File: src/rtl/i2c_tgt_pkg.sv
package i2c_tgt_pkg;

   localparam int ERR_N   = 4;
   localparam int ERR_BUS = 0;
   localparam int ERR_ACK = 1;
   localparam int ERR_OVR = 2;
   localparam int ERR_UDR = 3;

   typedef enum logic [2:0] {
      ST_IDLE,
      ST_RXB,
      ST_ACK,
      ST_STRETCH,
      ST_TXSET,
      ST_TX,
      ST_MACK
   } tgt_state_t;

endpackage

File: src/rtl/i2c_tgt_sync.sv
module i2c_tgt_sync #(
   parameter int STAGES = 2
) (
   input  logic clk,
   input  logic rst_n,
   input  logic scl_pin,
   input  logic sda_pin,
   output logic sda_s,
   output logic scl_rise,
   output logic scl_fall,
   output logic start_det,
   output logic stop_det
);

   generate
      if (STAGES < 2) begin : g_bad_stages
         $error("i2c_tgt_sync: STAGES must be at least 2");
      end
   endgenerate

   logic [STAGES-1:0] scl_ff;
   logic [STAGES-1:0] sda_ff;
   logic              scl_q;
   logic              sda_q;
   logic              scl_s;

   always_ff @(posedge clk or negedge rst_n) begin
      if (!rst_n) begin
         scl_ff <= '1;
         sda_ff <= '1;
         scl_q  <= 1'b1;
         sda_q  <= 1'b1;
      end else begin
         scl_ff <= {scl_ff[STAGES-2:0], scl_pin};
         sda_ff <= {sda_ff[STAGES-2:0], sda_pin};
         scl_q  <= scl_ff[STAGES-1];
         sda_q  <= sda_ff[STAGES-1];
      end
   end

   assign scl_s     = scl_ff[STAGES-1];
   assign sda_s     = sda_ff[STAGES-1];
   assign scl_rise  = scl_s & ~scl_q;
   assign scl_fall  = ~scl_s & scl_q;
   assign start_det = scl_s & scl_q & sda_q & ~sda_s;
   assign stop_det  = scl_s & scl_q & ~sda_q & sda_s;

endmodule

File: src/rtl/i2c_tgt_buf.sv
module i2c_tgt_buf #(
   parameter int DW = 8
) (
   input  logic          clk,
   input  logic          rst_n,
   input  logic          rx_load,
   input  logic [DW-1:0] rx_in,
   input  logic          rd_stb,
   output logic [DW-1:0] rx_q,
   output logic          rx_full,
   input  logic          wr_stb,
   input  logic [DW-1:0] wr_data,
   input  logic          tx_take,
   output logic [DW-1:0] tx_q,
   output logic          tx_empty
);

   always_ff @(posedge clk or negedge rst_n) begin
      if (!rst_n) begin
         rx_q    <= '0;
         rx_full <= 1'b0;
      end else if (rx_load) begin
         rx_q    <= rx_in;
         rx_full <= 1'b1;
      end else if (rd_stb) begin
         rx_full <= 1'b0;
      end
   end

   always_ff @(posedge clk or negedge rst_n) begin
      if (!rst_n) begin
         tx_q     <= '0;
         tx_empty <= 1'b1;
      end else if (wr_stb) begin
         tx_q     <= wr_data;
         tx_empty <= 1'b0;
      end else if (tx_take) begin
         tx_empty <= 1'b1;
      end
   end

   a_r3_load_sets_full: assert property (@(posedge clk) disable iff (!rst_n)
      rx_load |=> rx_full);

   a_r4_take_empties: assert property (@(posedge clk) disable iff (!rst_n)
      (tx_take && !wr_stb) |=> tx_empty);

endmodule

File: src/rtl/i2c_tgt_flags.sv
module i2c_tgt_flags #(
   parameter int N = 4
) (
   input  logic         clk,
   input  logic         rst_n,
   input  logic [N-1:0] set,
   input  logic [N-1:0] clr,
   input  logic         irq_en,
   output logic [N-1:0] flags,
   output logic         irq
);

   generate
      if (N < 1) begin : g_bad_n
         $error("i2c_tgt_flags: N must be at least 1");
      end
      for (genvar i = 0; i < N; i++) begin : g_flag
         logic q;
         always_ff @(posedge clk or negedge rst_n) begin
            if (!rst_n)      q <= 1'b0;
            else if (set[i]) q <= 1'b1;
            else if (clr[i]) q <= 1'b0;
         end
         assign flags[i] = q;

         a_r12_set_wins: assert property (@(posedge clk) disable iff (!rst_n)
            set[i] |=> flags[i]);
      end
   endgenerate

   assign irq = irq_en & (|flags);

endmodule

File: src/rtl/i2c_tgt_engine.sv
module i2c_tgt_engine import i2c_tgt_pkg::*; #(
   parameter int DW = 8,
   parameter int AW = 7
) (
   input  logic             clk,
   input  logic             rst_n,
   input  logic             scl_rise,
   input  logic             scl_fall,
   input  logic             sda_s,
   input  logic             start_det,
   input  logic             stop_det,
   input  logic [AW-1:0]    own_addr,
   input  logic             stretch_en,
   input  logic             rx_full,
   input  logic             rd_stb,
   input  logic             tx_empty,
   input  logic [DW-1:0]    tx_q,
   output logic             rx_load,
   output logic [DW-1:0]    rx_byte,
   output logic             tx_take,
   output logic [ERR_N-1:0] err_set,
   output logic             sda_oe,
   output logic             scl_oe
);

   localparam int             CW       = $clog2(DW + 1);
   localparam logic [CW-1:0]  CNT_FULL = CW'(DW);
   localparam logic [CW-1:0]  CNT_MID  = CW'(2);

   generate
      if (DW != AW + 1) begin : g_bad_width
         $error("i2c_tgt_engine: DW must equal AW + 1");
      end
   endgenerate

   tgt_state_t    st, st_n;
   logic [CW-1:0] cnt, cnt_n;
   logic [DW-1:0] sr, sr_n;
   logic          is_addr, is_addr_n;
   logic          rd_dir, rd_dir_n;
   logic          advance, load, mid_byte;
   logic          sda_oe_n, scl_oe_n;

   assign mid_byte = ((st == ST_RXB) || (st == ST_TX)) && (cnt >= CNT_MID);

   always_comb begin
      st_n      = st;
      cnt_n     = cnt;
      sr_n      = sr;
      is_addr_n = is_addr;
      rd_dir_n  = rd_dir;
      err_set   = '0;
      rx_load   = 1'b0;
      tx_take   = 1'b0;
      advance   = 1'b0;
      load      = 1'b0;

      case (st)
         ST_RXB: begin
            if (scl_rise) begin
               sr_n  = {sr[DW-2:0], sda_s};
               cnt_n = cnt + 1'b1;
            end else if (scl_fall && (cnt == CNT_FULL)) begin
               if (is_addr) begin
                  if (sr[DW-1:1] == own_addr) begin
                     rd_dir_n = sr[0];
                     st_n     = ST_ACK;
                  end else begin
                     st_n = ST_IDLE;
                  end
               end else begin
                  if (rx_full && !rd_stb) err_set[ERR_OVR] = 1'b1;
                  else                    rx_load          = 1'b1;
                  st_n = ST_ACK;
               end
            end
         end
         ST_ACK: begin
            if (scl_fall) advance = 1'b1;
         end
         ST_MACK: begin
            if (scl_rise && sda_s) begin
               err_set[ERR_ACK] = 1'b1;
               st_n             = ST_IDLE;
            end else if (scl_fall) begin
               advance = 1'b1;
            end
         end
         ST_STRETCH: begin
            if (rd_dir) begin
               if (!tx_empty || !stretch_en) load = 1'b1;
            end else if (!rx_full || !stretch_en) begin
               st_n      = ST_RXB;
               cnt_n     = '0;
               is_addr_n = 1'b0;
            end
         end
         ST_TXSET: begin
            st_n = ST_TX;
         end
         ST_TX: begin
            if (scl_rise) begin
               cnt_n = cnt + 1'b1;
            end else if (scl_fall) begin
               if (cnt == CNT_FULL) st_n = ST_MACK;
               else                 sr_n = {sr[DW-2:0], 1'b0};
            end
         end
         default: ;
      endcase

      if (advance) begin
         if (rd_dir) begin
            if (tx_empty && stretch_en) st_n = ST_STRETCH;
            else                        load = 1'b1;
         end else if (rx_full && !rd_stb && stretch_en) begin
            st_n = ST_STRETCH;
         end else begin
            st_n      = ST_RXB;
            cnt_n     = '0;
            is_addr_n = 1'b0;
         end
      end

      if (load) begin
         tx_take = 1'b1;
         if (tx_empty) err_set[ERR_UDR] = 1'b1;
         sr_n  = tx_q;
         cnt_n = '0;
         st_n  = ST_TXSET;
      end

      if (start_det || stop_det) begin
         err_set          = '0;
         err_set[ERR_BUS] = mid_byte;
         rx_load          = 1'b0;
         tx_take          = 1'b0;
         cnt_n            = '0;
         sr_n             = sr;
         if (start_det) begin
            st_n      = ST_RXB;
            is_addr_n = 1'b1;
         end else begin
            st_n = ST_IDLE;
         end
      end
   end

   assign sda_oe_n = (st_n == ST_ACK) ||
                     (((st_n == ST_TX) || (st_n == ST_TXSET)) && !sr_n[DW-1]);
   assign scl_oe_n = (st_n == ST_STRETCH) || (st_n == ST_TXSET);

   always_ff @(posedge clk or negedge rst_n) begin
      if (!rst_n) begin
         st      <= ST_IDLE;
         cnt     <= '0;
         sr      <= '0;
         is_addr <= 1'b0;
         rd_dir  <= 1'b0;
         sda_oe  <= 1'b0;
         scl_oe  <= 1'b0;
      end else begin
         st      <= st_n;
         cnt     <= cnt_n;
         sr      <= sr_n;
         is_addr <= is_addr_n;
         rd_dir  <= rd_dir_n;
         sda_oe  <= sda_oe_n;
         scl_oe  <= scl_oe_n;
      end
   end

   assign rx_byte = sr;

   a_r9_nack_release: assert property (@(posedge clk) disable iff (!rst_n)
      err_set[ERR_ACK] |=> (!sda_oe && !scl_oe));

   a_r11_stop_release: assert property (@(posedge clk) disable iff (!rst_n)
      stop_det |=> (!sda_oe && !scl_oe));

   a_r7_ovr_only_unstretched: assert property (@(posedge clk) disable iff (!rst_n)
      err_set[ERR_OVR] |-> !stretch_en);

   a_r8_udr_only_unstretched: assert property (@(posedge clk) disable iff (!rst_n)
      err_set[ERR_UDR] |-> !stretch_en);

endmodule

File: src/rtl/i2c_tgt_errdet.sv
module i2c_tgt_errdet import i2c_tgt_pkg::*; #(
   parameter int DW          = 8,
   parameter int AW          = 7,
   parameter int SYNC_STAGES = 2
) (
   input  logic             clk,
   input  logic             rst_n,
   input  logic             scl_i,
   input  logic             sda_i,
   output logic             scl_oe,
   output logic             sda_oe,
   input  logic [AW-1:0]    own_addr,
   input  logic             stretch_en,
   input  logic             rd_stb,
   output logic [DW-1:0]    rx_data,
   output logic             rx_full,
   input  logic             wr_stb,
   input  logic [DW-1:0]    wr_data,
   output logic             tx_empty,
   input  logic             err_irq_en,
   input  logic [ERR_N-1:0] err_clr,
   output logic [ERR_N-1:0] err_flags,
   output logic             err_irq
);

   logic             sda_s, scl_rise, scl_fall, start_det, stop_det;
   logic             rx_load, tx_take;
   logic [DW-1:0]    rx_byte, tx_q;
   logic [ERR_N-1:0] err_set;

   i2c_tgt_sync #(.STAGES(SYNC_STAGES)) u_sync (
      .clk       (clk),
      .rst_n     (rst_n),
      .scl_pin   (scl_i),
      .sda_pin   (sda_i),
      .sda_s     (sda_s),
      .scl_rise  (scl_rise),
      .scl_fall  (scl_fall),
      .start_det (start_det),
      .stop_det  (stop_det)
   );

   i2c_tgt_engine #(.DW(DW), .AW(AW)) u_engine (
      .clk        (clk),
      .rst_n      (rst_n),
      .scl_rise   (scl_rise),
      .scl_fall   (scl_fall),
      .sda_s      (sda_s),
      .start_det  (start_det),
      .stop_det   (stop_det),
      .own_addr   (own_addr),
      .stretch_en (stretch_en),
      .rx_full    (rx_full),
      .rd_stb     (rd_stb),
      .tx_empty   (tx_empty),
      .tx_q       (tx_q),
      .rx_load    (rx_load),
      .rx_byte    (rx_byte),
      .tx_take    (tx_take),
      .err_set    (err_set),
      .sda_oe     (sda_oe),
      .scl_oe     (scl_oe)
   );

   i2c_tgt_buf #(.DW(DW)) u_buf (
      .clk      (clk),
      .rst_n    (rst_n),
      .rx_load  (rx_load),
      .rx_in    (rx_byte),
      .rd_stb   (rd_stb),
      .rx_q     (rx_data),
      .rx_full  (rx_full),
      .wr_stb   (wr_stb),
      .wr_data  (wr_data),
      .tx_take  (tx_take),
      .tx_q     (tx_q),
      .tx_empty (tx_empty)
   );

   i2c_tgt_flags #(.N(ERR_N)) u_flags (
      .clk    (clk),
      .rst_n  (rst_n),
      .set    (err_set),
      .clr    (err_clr),
      .irq_en (err_irq_en),
      .flags  (err_flags),
      .irq    (err_irq)
   );

   a_r12_irq_gated: assert property (@(posedge clk) disable iff (!rst_n)
      !err_irq_en |-> !err_irq);

endmodule

File: config.mk
export PLATFORM = sky130hd
export DESIGN_NAME = i2c_tgt_errdet
export DESIGN_NICKNAME = d
export VERILOG_FILES = /design/src/rtl/i2c_tgt_pkg.sv /design/src/rtl/i2c_tgt_sync.sv /design/src/rtl/i2c_tgt_buf.sv /design/src/rtl/i2c_tgt_flags.sv /design/src/rtl/i2c_tgt_engine.sv /design/src/rtl/i2c_tgt_errdet.sv
export SDC_FILE = /design/constraint.sdc
export NUM_CORES = 1
export LEC_CHECK = 0
export ABC_AREA = 1
export BUFFER_PORTS_ARGS = -buffer_cell sky130_fd_sc_hd__buf_2
export CAP_MARGIN = 20
export CORE_ASPECT_RATIO = 0.7
export CORE_MARGIN = 8
export CORE_UTILIZATION = 52
export CTS_BUF_LIST = sky130_fd_sc_hd__clkbuf_4
export DETAILED_ROUTE_END_ITERATION = 8
export GPL_TIMING_DRIVEN = 0
export PLACE_DENSITY = 0.81
export SKIP_LAST_GASP = 1
export SYNTH_ARGS = -nofsm -noshare
export SYNTH_HDL_FRONTEND = slang
export SYNTH_SLANG_ARGS = --single-unit
File: constraint.sdc
create_clock -name clk -period 1.57 [get_ports clk]
set_input_delay 0.0785 -clock clk [delete_from_list [all_inputs] [get_ports clk]]
set_output_delay 0.0785 -clock clk [all_outputs]
set_load 0.03 [all_outputs]
Yosys cells after proc, flatten, opt, wreduce, memory -nomap -nowiden
Cells that the tools add are included.
{"block": "word_totals", "input_bits": 27, "regBits": 47, "word_cells": 163, "output_inout_bits": 17}
{"block": "classes", "muxes": 81, "addsub": 1, "n_bitwise": 14, "n_reduce_logical": 30, "magnitude_cmp": 1, "eq_ne": 16}
{"op": "8-bit 2-to-1 mux", "count": 6}
{"op": "1-bit 2-to-1 mux", "count": 46}
{"op": "3-bit 2-to-1 mux", "count": 13}
{"op": "4-bit 2-to-1 mux", "count": 9}
{"op": "8-bit case mux with 2 select lines", "count": 1}
{"op": "3-bit equality test (second input constant)", "count": 5}
{"op": "3-bit case mux with 5 select lines", "count": 1}
{"op": "3-bit by 2-bit equality test with 1-bit output (second input constant)", "count": 4}
{"op": "2-bit nonzero test", "count": 6}
{"op": "1-bit bitwise AND", "count": 8}
{"op": "4-bit case mux with 2 select lines", "count": 1}
{"op": "7-bit equality test", "count": 1}
{"op": "1-bit logical AND", "count": 7}
{"op": "1-bit logical OR", "count": 7}
{"op": "2-bit 2-to-1 mux", "count": 3}
{"op": "3-bit by 1-bit != test with 1-bit output (second input constant)", "count": 2}
{"op": "1-bit inverter", "count": 6}
{"op": "6-bit AND reduction", "count": 1}
{"op": "1-bit logical NOT", "count": 5}
{"op": "5-bit AND reduction", "count": 1}
{"op": "4-bit by 1-bit adder with 4-bit output (second input constant)", "count": 1}
{"op": "4-bit equality test (second input constant)", "count": 1}
{"op": "4-bit by 2-bit greater-or-equal comparator with 1-bit output (second input constant)", "count": 1}
{"op": "4-bit OR reduction", "count": 1}
{"op": "6 further kinds", "count": 6}

Longest topological paths before layout
Gate-level depths: netlist (run 1).
{"block": "logic_depth", "word_depth": 15, "mapped_depth": 12, "depth_no_buf": 12}

Modules after synthesis
A second synthesis (run 1) with hierarchy kept.
{"block": "unflattened", "cells_unflattened": 329, "area_unflattened_um2": 2517.4}
{"module": "i2c_tgt_engine", "area_per_inst_um2": 1433.9, "cells_per_inst": 217, "instances": 1, "seq_area_each_um2": 475.5}
{"module": "i2c_tgt_buf", "area_per_inst_um2": 693.2, "cells_per_inst": 75, "instances": 1, "seq_area_each_um2": 451.7}
{"module": "i2c_tgt_sync", "area_per_inst_um2": 198.9, "cells_per_inst": 17, "instances": 1, "seq_area_each_um2": 157.7}
{"module": "i2c_tgt_flags", "area_per_inst_um2": 191.4, "cells_per_inst": 20, "instances": 1, "seq_area_each_um2": 100.1}

Worst setup path after synthesis (run 1)
Ideal clock, no wire load.
{"block": "synth_timing", "kind": "reg-to-reg", "start": "register u_engine.cnt[0]", "end": "register u_buf.rx_q[6]", "path_buffers": 1, "required_time_ps": 1439, "synth_period_minus_slack_ps": 1552, "path_stages_with_launch": 11, "setup_ps": 131, "slack_ps": 18, "arrival_time_ps": 1422, "cell_sequence": "dfrtp_1 > inv_1 > ha_1 > nand3_1 > inv_1 > nand2_1 > inv_1 > nand4_4 > clkbuf_1 > nand2_1 > o21ai_0"}
{"block": "synth_via", "elab_chain_cells": 6}
{"item": "from (decl)", "line_no": "i2c_tgt_engine.sv:37", "text": "logic [CW-1:0] cnt, cnt_n;"}
{"item": "from (signal assigned)", "line_no": "i2c_tgt_engine.sv:164", "text": "cnt <= cnt_n;"}
{"item": "4-bit equality test", "line_no": "i2c_tgt_engine.sv:63", "text": "end else if (scl_fall && (cnt == CNT_FULL)) begin"}
{"item": "1-bit logical AND", "line_no": "i2c_tgt_engine.sv:63"}
{"item": "1-bit 2-to-1 mux", "line_no": "i2c_tgt_engine.sv:63"}
{"item": "1-bit 2-to-1 mux", "line_no": "i2c_tgt_engine.sv:60", "text": "if (scl_rise) begin"}
{"item": "1-bit 2-to-1 mux", "line_no": "i2c_tgt_engine.sv:58", "text": "case (st)"}
{"item": "1-bit 2-to-1 mux", "line_no": "i2c_tgt_engine.sv:133", "text": "if (start_det || stop_det) begin"}
{"item": "to (signal assigned)", "line_no": "i2c_tgt_buf.sv:23", "text": "rx_q <= rx_in;"}
{"item": "to (decl)", "line_no": "i2c_tgt_buf.sv:9", "text": "output logic [DW-1:0] rx_q,"}
No other way between the ends.
A chain may end at the register's enable or synchronous reset.

Worst setup path after layout (run 1)
{"block": "layout_timing", "start": "register u_sync.scl_ff[1]", "end": "register u_engine.scl_oe"}
{"block": "layout_via", "elab_chain_cells": 13, "word_cells_on_any_way": 30, "classes_between": "eq/ne (2); mux (16); bitwise (8); reduce/logical (4)"}
{"item": "from (decl)", "line_no": "i2c_tgt_sync.sv:21", "text": "logic [STAGES-1:0] scl_ff;"}
{"item": "from (signal assigned)", "line_no": "i2c_tgt_sync.sv:34", "text": "scl_ff <= {scl_ff[STAGES-2:0], scl_pin};"}
{"item": "1-bit inverter", "line_no": "i2c_tgt_sync.sv:44", "text": "assign scl_fall = ~scl_s & scl_q;"}
{"item": "1-bit bitwise AND", "line_no": "i2c_tgt_sync.sv:44"}
{"item": "1-bit logical AND", "line_no": "i2c_tgt_engine.sv:63"}
{"item": "3-bit 2-to-1 mux", "line_no": "i2c_tgt_engine.sv:63"}
{"item": "3-bit 2-to-1 mux", "line_no": "i2c_tgt_engine.sv:60"}
{"item": "3-bit case mux with 5 select lines", "line_no": "i2c_tgt_engine.sv:58"}
{"item": "3-bit 2-to-1 mux", "line_no": "i2c_tgt_engine.sv:114", "text": "if (tx_empty && stretch_en) st_n = ST_STRETCH;"}
{"item": "3-bit 2-to-1 mux", "line_no": "i2c_tgt_engine.sv:113", "text": "if (rd_dir) begin"}
{"item": "3-bit 2-to-1 mux", "line_no": "i2c_tgt_engine.sv:112", "text": "if (advance) begin"}
{"item": "3-bit 2-to-1 mux", "line_no": "i2c_tgt_engine.sv:125", "text": "if (load) begin"}
{"item": "3-bit 2-to-1 mux *", "line_no": "i2c_tgt_engine.sv:133"}
{"item": "3-bit by 2-bit equality test with 1-bit output / 3-bit equality test (equally long branches)", "line_no": "i2c_tgt_engine.sv:151", "text": "assign scl_oe_n = (st_n == ST_STRETCH) || (st_n == ST_TXSET);"}
{"item": "1-bit logical OR *", "line_no": "i2c_tgt_engine.sv:151"}
{"item": "named net u_engine.scl_oe_n", "line_no": "i2c_tgt_engine.sv:42", "text": "logic sda_oe_n, scl_oe_n;"}
{"item": "to (signal assigned)", "line_no": "i2c_tgt_engine.sv:169", "text": "scl_oe <= scl_oe_n;"}
{"item": "to (decl)", "line_no": "i2c_tgt_engine.sv:23", "text": "output logic scl_oe"}
The timed path passes the listed nets; every way through them passes the cells marked *.

==> impl_metrics.py, run 1 <==
metrics = {
    "synthesis": {
        "syn_avg_cell_area_um2": 8.40,
        "async_reset_ff_share_pct": 100,
        "syn_area_um2": 2440,
        "synth_edf_count": 0,
        "ys_types": 35,
        "yosysSeqAreaShare_pct": 48.5,
        "synth_seq_cells": 47,
        "syn_inst": 291,
        "yosys_warnings": 0,
        "synth_fp_nets": 321,
        "synthFlopType": "dfrtp_1",
    },
    "timing": {
        "max_slew_margin_pct": 60.7,
        "fin_ws_ns": -0.0823,
        "rsz0062_at_grt": "true",
        "setup_viol": 12,
        "post-route-period-util_pct": 105,
        "fmaxAchievable_ghz": 0.605,
        "slew_violations": 0,
        "fin_skew_ns": 0.0162,
        "setup_tns_ns": -0.291,
        "hold_viol_final": 0,
        "period_minus_slack_ns": 1.65,
        "worst_pin_slew_ns": 0.590,
    },
    "floorplan": {
        "ioPinCount": 44,
        "fp.dieW_um": 98.0,
        "fp-row-count": 21,
        "core-area_um2": 4650,
        "start_util_pct": 52.6,
        "dieArea_um2": 7190,
        "die_h_um": 73.4,
    },
    "cts": {
        "htree_levels": 2,
        "clk_latency_ns": 0.35,
        "numCtsBuffers": 5,
        "clk_pin_slew_ns": 0.12,
        "cts_sinks": 47,
        "cts_max_path_buffers": 2,
        "cts_tree": "yes",
        "cts_root_buf": "clkbuf_4",
    },
    "worst_setup_path": {
        "crit_required_ns": 1.81,
        "r2r_end": "u_engine.scl_oe",
        "r2r_setup_slack_ns": -0.08,
        "crit_fanout": 5,
        "crit_type": "reg2reg",
        "r2r_cells": 11,
        "rr_startpoint": "u_sync.scl_ff[1]",
        "critPathCaptureType": "flop",
        "cp_data_arrival_time_ns": 1.89,
        "critPathLaunchType": "flop",
    },
    "power_and_ir_drop": {
        "sw_frac_of_total_pct": 28.6,
        "p_comb_share_pct": 20.0,
        "p_per_area_nw_per_um2": 709,
        "p_leak_nw": 1.67,
        "vdd_drop_max_mv": 0.403,
        "power.internal_mw": 1.68,
        "p_switching_mw": 0.671,
        "p_seq_share_pct": 55.2,
        "clockPowerShare_pct": 24.8,
    },
    "placed_design": {
        "hpwl_um": 4330,
        "numPortBuffers": 42,
        "gp_congestion": 0.989,
        "preCtsSetupSlack_ns": -0.293,
    },
    "routing": {
        "vias": 2270,
        "drc_errors": 0,
        "drt_iter0_markers": 219,
        "routed_wl_um": 6530,
        "post_drt_wl_per_cell_um": 15.1,
        "postRouteAntennaNets": 0,
        "dr.pass1.iters": 5,
        "vias_per_cell": 5.24,
    },
    "finish": {
        "mostFrequentLayoutCells": "nand2_1 (70), buf_2 (42), dfrtp_1 (38)",
        "diodes": 0,
        "layout.nets": 405,
        "utilization_pct": 71.3,
        "area_growth_pct": 35.7,
        "final_common_cell": "nand2_1",
        "drive_gt1_share_pct": 42.8,
    },
    "grt": {
        "first_global_vias": 2156,
        "groute.usage.overall_pct": 17.7,
        "grt_pass1_wl_um": 10200,
        "grt_max_degree": 48,
        "grt-ovfl-total": 0,
        "antenna_found_initial": 0,
    },
    "status": {
        "violations": "negative setup slack",
        "outcome": "finished, violations left",
    },
    "hold_path": {
        "worstHoldStart": "rd_stb",
        "hold_path_depth": 4,
        "worst_hold_path.endpoint": "u_flags.g_flag[2].q",
        "hp-class": "in2reg",
    },
    "flow_run": {
        "max-cap-violations": 0,
    },
}
==> power by group through the flow <==
stage               Sequential [mW]  Combinational, mW  Clock [mW]
floorplan                      1.31              0.192           0
finish                         1.30              0.470       0.583
global route                   1.30              0.510       0.655
CTS                            1.29              0.389       0.598
detailed placement             1.32              0.294           0
global placement               1.31              0.286           0
==> how the worst max path moves through the flow <==
stage,startpoint,end,slack [ns],cells after the start
6_report,u_sync.scl_ff[1],u_engine.scl_oe,-0.08,11
5_1_grt,u_sync.scl_q,u_engine.scl_oe,-0.14,7
4_1_cts,u_sync.scl_ff[1],u_engine.scl_oe,-0.04,11
3_5_place_dp,u_sync.scl_ff[1],u_engine.scl_oe,-0.29,11
3_3_place_gp,u_sync.scl_ff[1],u_engine.scl_oe,-0.24,11
2_1_floorplan,u_engine.cnt[0],u_buf.rx_q[6],0.02,10
==> kinds of logic (layout without fill, tap and decap cells) <==
kind of cell / after synthesis / after routing / synth area share (%)
buffers and inverters: 60 / 145 / 10.1
and+or+nand+nor: 126 / 126 / 23.5
DFF: 47 / 47 / 48.5
muxes: 7 / 7 / 3.22
adders and majority gates: 3 / 3 / 1.54
AOI/OAI and AO/OA: 48 / 48 / 13.2
==> routing by layer <==
| metal | wire, µm | vias up | global-route usage (%) |
|---|---|---|---|
| li1 | - | 1092 | - |
| met3 | 544 | 12 | 4.82 |
| met1 | 2930 | 1068 | 22.7 |
| met2 | 2930 | 98 | 28.0 |
| met4 | 138 | 0 | 6.87 |
| met5 | 0 | - | 0 |
==> critical path, cell delays in order (launching register included) <==
cell and delay [ns]:
dfstp_2 0.58, inv_4 0.05, nor2_4 0.11, inv_4 0.07, nor2_4 0.10, inv_2 0.06, nand2_1 0.05, o21ai_1 0.07
nand2_1 0.08, nand3_2 0.13, nand4_1 0.16, nand2_1 0.08
==> registers in the layout, indices dropped and copies added, names as in the netlist, 2 cells and up <==
| signal | cells |
|---|---|
| u_engine.cnt | 4 |
| u_buf.rx_q | 8 |
| u_sync.sda_ff | 2 |
| u_sync.scl_ff | 2 |
| u_engine.st | 3 |
| u_buf.tx_q | 8 |
| u_engine.rx_byte | 8 |
| u_flags.g_flag.q | 4 |
==> through the flow <==
step	std cells	power, mW	instance area, µm²	hold slack [ns]
after floorplan	291	1.50	2440	-0.217
after global placement	390	1.60	2730	0.183
after detailed placement	390	1.61	2730	0.185
after CTS	426	2.28	3150	0.0663
after global routing	433	2.47	3320	0.0776
final	433	2.35	3320	0.0677
==> cell type report <==
type / instances / area (µm²)
clock buffers: 7 / 52.6
inverters: 53 / 206
well taps: 57 / 71.3
fillers: 366 / 1330
clock inverters: 1 / 5.00
multi-input cells: 184 / 1170
flip-flops and latches: 47 / 1190
plain buffers: 7 / 60.1
repair buffers: 77 / 568
==> synth_stat cells (2+ instances only) <==
cell type	number	area [µm²]
nand2_1	78	293
inv_1	46	173
dfrtp_1	40	1000
o21ai_0	22	110
nor2_1	14	52.6
nand3_1	8	40.0
dfstp_2	7	184
inv_2	7	26.3
mux2_2	7	78.8
o21ai_1	7	35.0
nand2_2	6	37.5
nor3_1	6	30.0
a21oi_1	5	25.0
nand4_1	5	31.3
buf_4	4	30.0
ha_1	3	37.5
nor2_2	3	18.8
nor2_4	3	33.8
o21ai_2	3	26.3
clkbuf_1	2	7.51
==> repair_timing <==
action                     in CTS  in global routing
buffers inserted               12                  5
hold buffers                   15                  0
cloned                          1                  1
resized for setup              39                 30
setup endpoints to repair      27                 25
hold endpoints to repair       54                  0
pin swaps                      11                  8
Note: power is estimated with default switching activity, not from simulation.
==> run 2: changes to the inputs <==
CORE_UTILIZATION = 50   (was 52)
CTS_BUF_LIST = default   (was sky130_fd_sc_hd__clkbuf_4)
PLACE_DENSITY = 0.79   (was 0.81)
RECOVER_POWER = 25   (was default)
==> impl_metrics.py, run 2 (synthesis gave the netlist of run 1 again) <==
metrics = {
    "status": {
        "outcome": "finished, violations left",
        "violations": "negative hold slack, negative setup slack",
    },
    "placed_design": {
        "numPortBuffers": 42,
        "dp_cells": 402,
        "gp_congestion": 0.953,
        "preCtsSetupSlack_ns": -0.304,
        "hpwl_um": 4280,
    },
    "worst_setup_path": {
        "path_common_cell": "inv_4",
        "path_buf_inv": 3,
        "critPathCaptureType": "flop",
        "crit_required_ns": 1.76,
        "cp_cell_sequence": "inv_4 -> nor2_4 -> inv_4 -> buf_4 -> nor4_1 -> o21ai_0 -> nor2_1 -> nor3_1",
        "crit_family": "flip-flops",
        "crit_fanout": 4,
        "critPathLaunchType": "flop",
        "crit_path_top_delay_cell": "dfstp_2",
        "cp_data_arrival_time_ns": 1.79,
        "r2r_setup_slack_ns": -0.03,
        "crit_type": "reg2reg",
        "max_stage_delay_ns": 0.58,
    },
    "finish": {
        "fill_cells": 374,
        "area_growth_pct": 32.8,
        "final_common_cell": "nand2_1",
        "layout.nets": 395,
        "diodes": 0,
        "mostFrequentLayoutCells": "nand2_1 (68), buf_2 (42), dfrtp_1 (38)",
        "drive_gt1_share_pct": 42.9,
        "layout.cells.non_filler": 435,
    },
    "timing": {
        "setup_viol": 3,
        "fmaxAchievable_ghz": 0.623,
        "slew_violations": 0,
        "rsz0062_at_grt": "true",
        "fin_hold_ws_ns": -0.00392,
        "worst_pin_slew_ns": 0.572,
        "period_minus_slack_ns": 1.60,
        "hold_viol_final": 1,
        "setup_tns_ns": -0.0788,
        "fin_ws_ns": -0.0346,
        "fin_skew_ns": 0.00826,
        "max_slew_margin_pct": 61.9,
        "post-route-period-util_pct": 102,
    },
    "grt": {
        "grt_pass1_wl_um": 9470,
        "antenna_found_initial": 0,
        "first_global_vias": 2018,
        "grt-ovfl-total": 0,
        "grt_max_degree": 48,
        "groute.usage.overall_pct": 16.4,
    },
    "cts": {
        "htree_levels": 2,
        "numCtsBuffers": 5,
        "cts_max_path_buffers": 2,
        "clk_latency_ns": 0.30,
        "clk_pin_slew_ns": 0.09,
        "cts_tree": "yes",
        "cts_root_buf": "clkbuf_8",
        "cts_sinks": 47,
    },
    "routing": {
        "post_drt_wl_per_cell_um": 13.8,
        "vias_per_cell": 4.94,
        "dr.pass1.iters": 4,
        "vias": 2149,
        "postRouteAntennaNets": 0,
        "drt_iter0_markers": 144,
        "routed_wl_um": 6010,
        "drc_errors": 0,
    },
    "floorplan": {
        "ioPinCount": 44,
        "dieArea_um2": 7420,
        "fp-row-count": 21,
        "fp.dieW_um": 99.6,
        "die_h_um": 74.5,
        "start_util_pct": 51.4,
        "core-area_um2": 4760,
    },
    "hold_path": {
        "hp-class": "in2reg",
    },
    "flow_run": {
        "max-cap-violations": 0,
    },
    "power_and_ir_drop": {
        "p_per_area_nw_per_um2": 808,
        "vdd_drop_max_mv": 0.578,
        "p_leak_nw": 1.62,
    },
}
-- run 2: worst reg2reg max path, stage by stage, from the launching register on --
cell and delay, ns:
dfstp_2 0.58, inv_4 0.05, nor2_4 0.10, inv_4 0.05, buf_4 0.14, nor4_1 0.29, o21ai_0 0.14, nor2_1 0.10
nor3_1 0.05
-- run 2: layout make-up --
cell class | instances | area [µm²] | share of cell area [%]
repair buffers | 67 | 444 | 13.7
clock buffers | 6 | 82.6 | 2.54
clock inverters | 2 | 35.0 | 1.08
well taps | 69 | 86.3 | 2.66
inverters | 53 | 204 | 6.28
flip-flops and latches | 47 | 1190 | 36.6
plain buffers | 7 | 58.8 | 1.81
multi-input cells | 184 | 1150 | 35.4
-- run 2: per-layer routing --
| metal | track usage, % | up-vias | share of wire [%] |
|---|---|---|---|
| li1 | - | 1075 | - |
| met1 | 22.8 | 991 | 48 |
| met2 | 24.9 | 79 | 43 |
| met3 | 4.21 | 4 | 8.6 |
| met4 | 4.01 | 0 | 0.75 |
| met5 | 0 | - | 0 |
-- run 2: where the power goes --
part           internal, mW  switching (mW)  leakage (nW)
combinational         0.178           0.234         0.964
sequential             1.26          0.0328         0.599
clock                 0.515           0.401        0.0612
-- run 2: what timing repair did --
item                       4_1_cts  5_1_grt
hold endpoints to repair        46        0
gates cloned                     1        0
setup endpoints to repair       27       24
setup buffers                   10        6
gates resized for setup         31       29
hold buffers                     7        0
pin swaps                        9       16
-- run 2: final timing paths --
path / cells past startpoint / from / to
worst max register to register: 8 / u_sync.scl_ff[1] / u_engine.cnt[3]
worst min-delay path: 3 / wr_data[1] / u_buf.tx_q[1]
worst min register to register: 0 / u_sync.scl_ff[0] / u_sync.scl_ff[1]
worst max-delay path: 8 / u_sync.scl_ff[1] / u_engine.cnt[3]
min in group asynchronous: 2 / rst_n / u_engine.sda_oe
max in group asynchronous: 3 / rst_n / u_buf.tx_empty
-- run 2: metrics by stage --
stage	hold slack, ns	area [µm²]	power [mW]	utilization (%)
after detailed placement	0.185	2740	1.61	57.6
final	-0.00392	3250	2.62	68.3
after global routing	0.0144	3250	2.74	68.3
after CTS	0.00474	3100	2.58	65.2
after global placement	0.184	2740	1.60	57.6
after floorplan	-0.217	2440	1.50	-
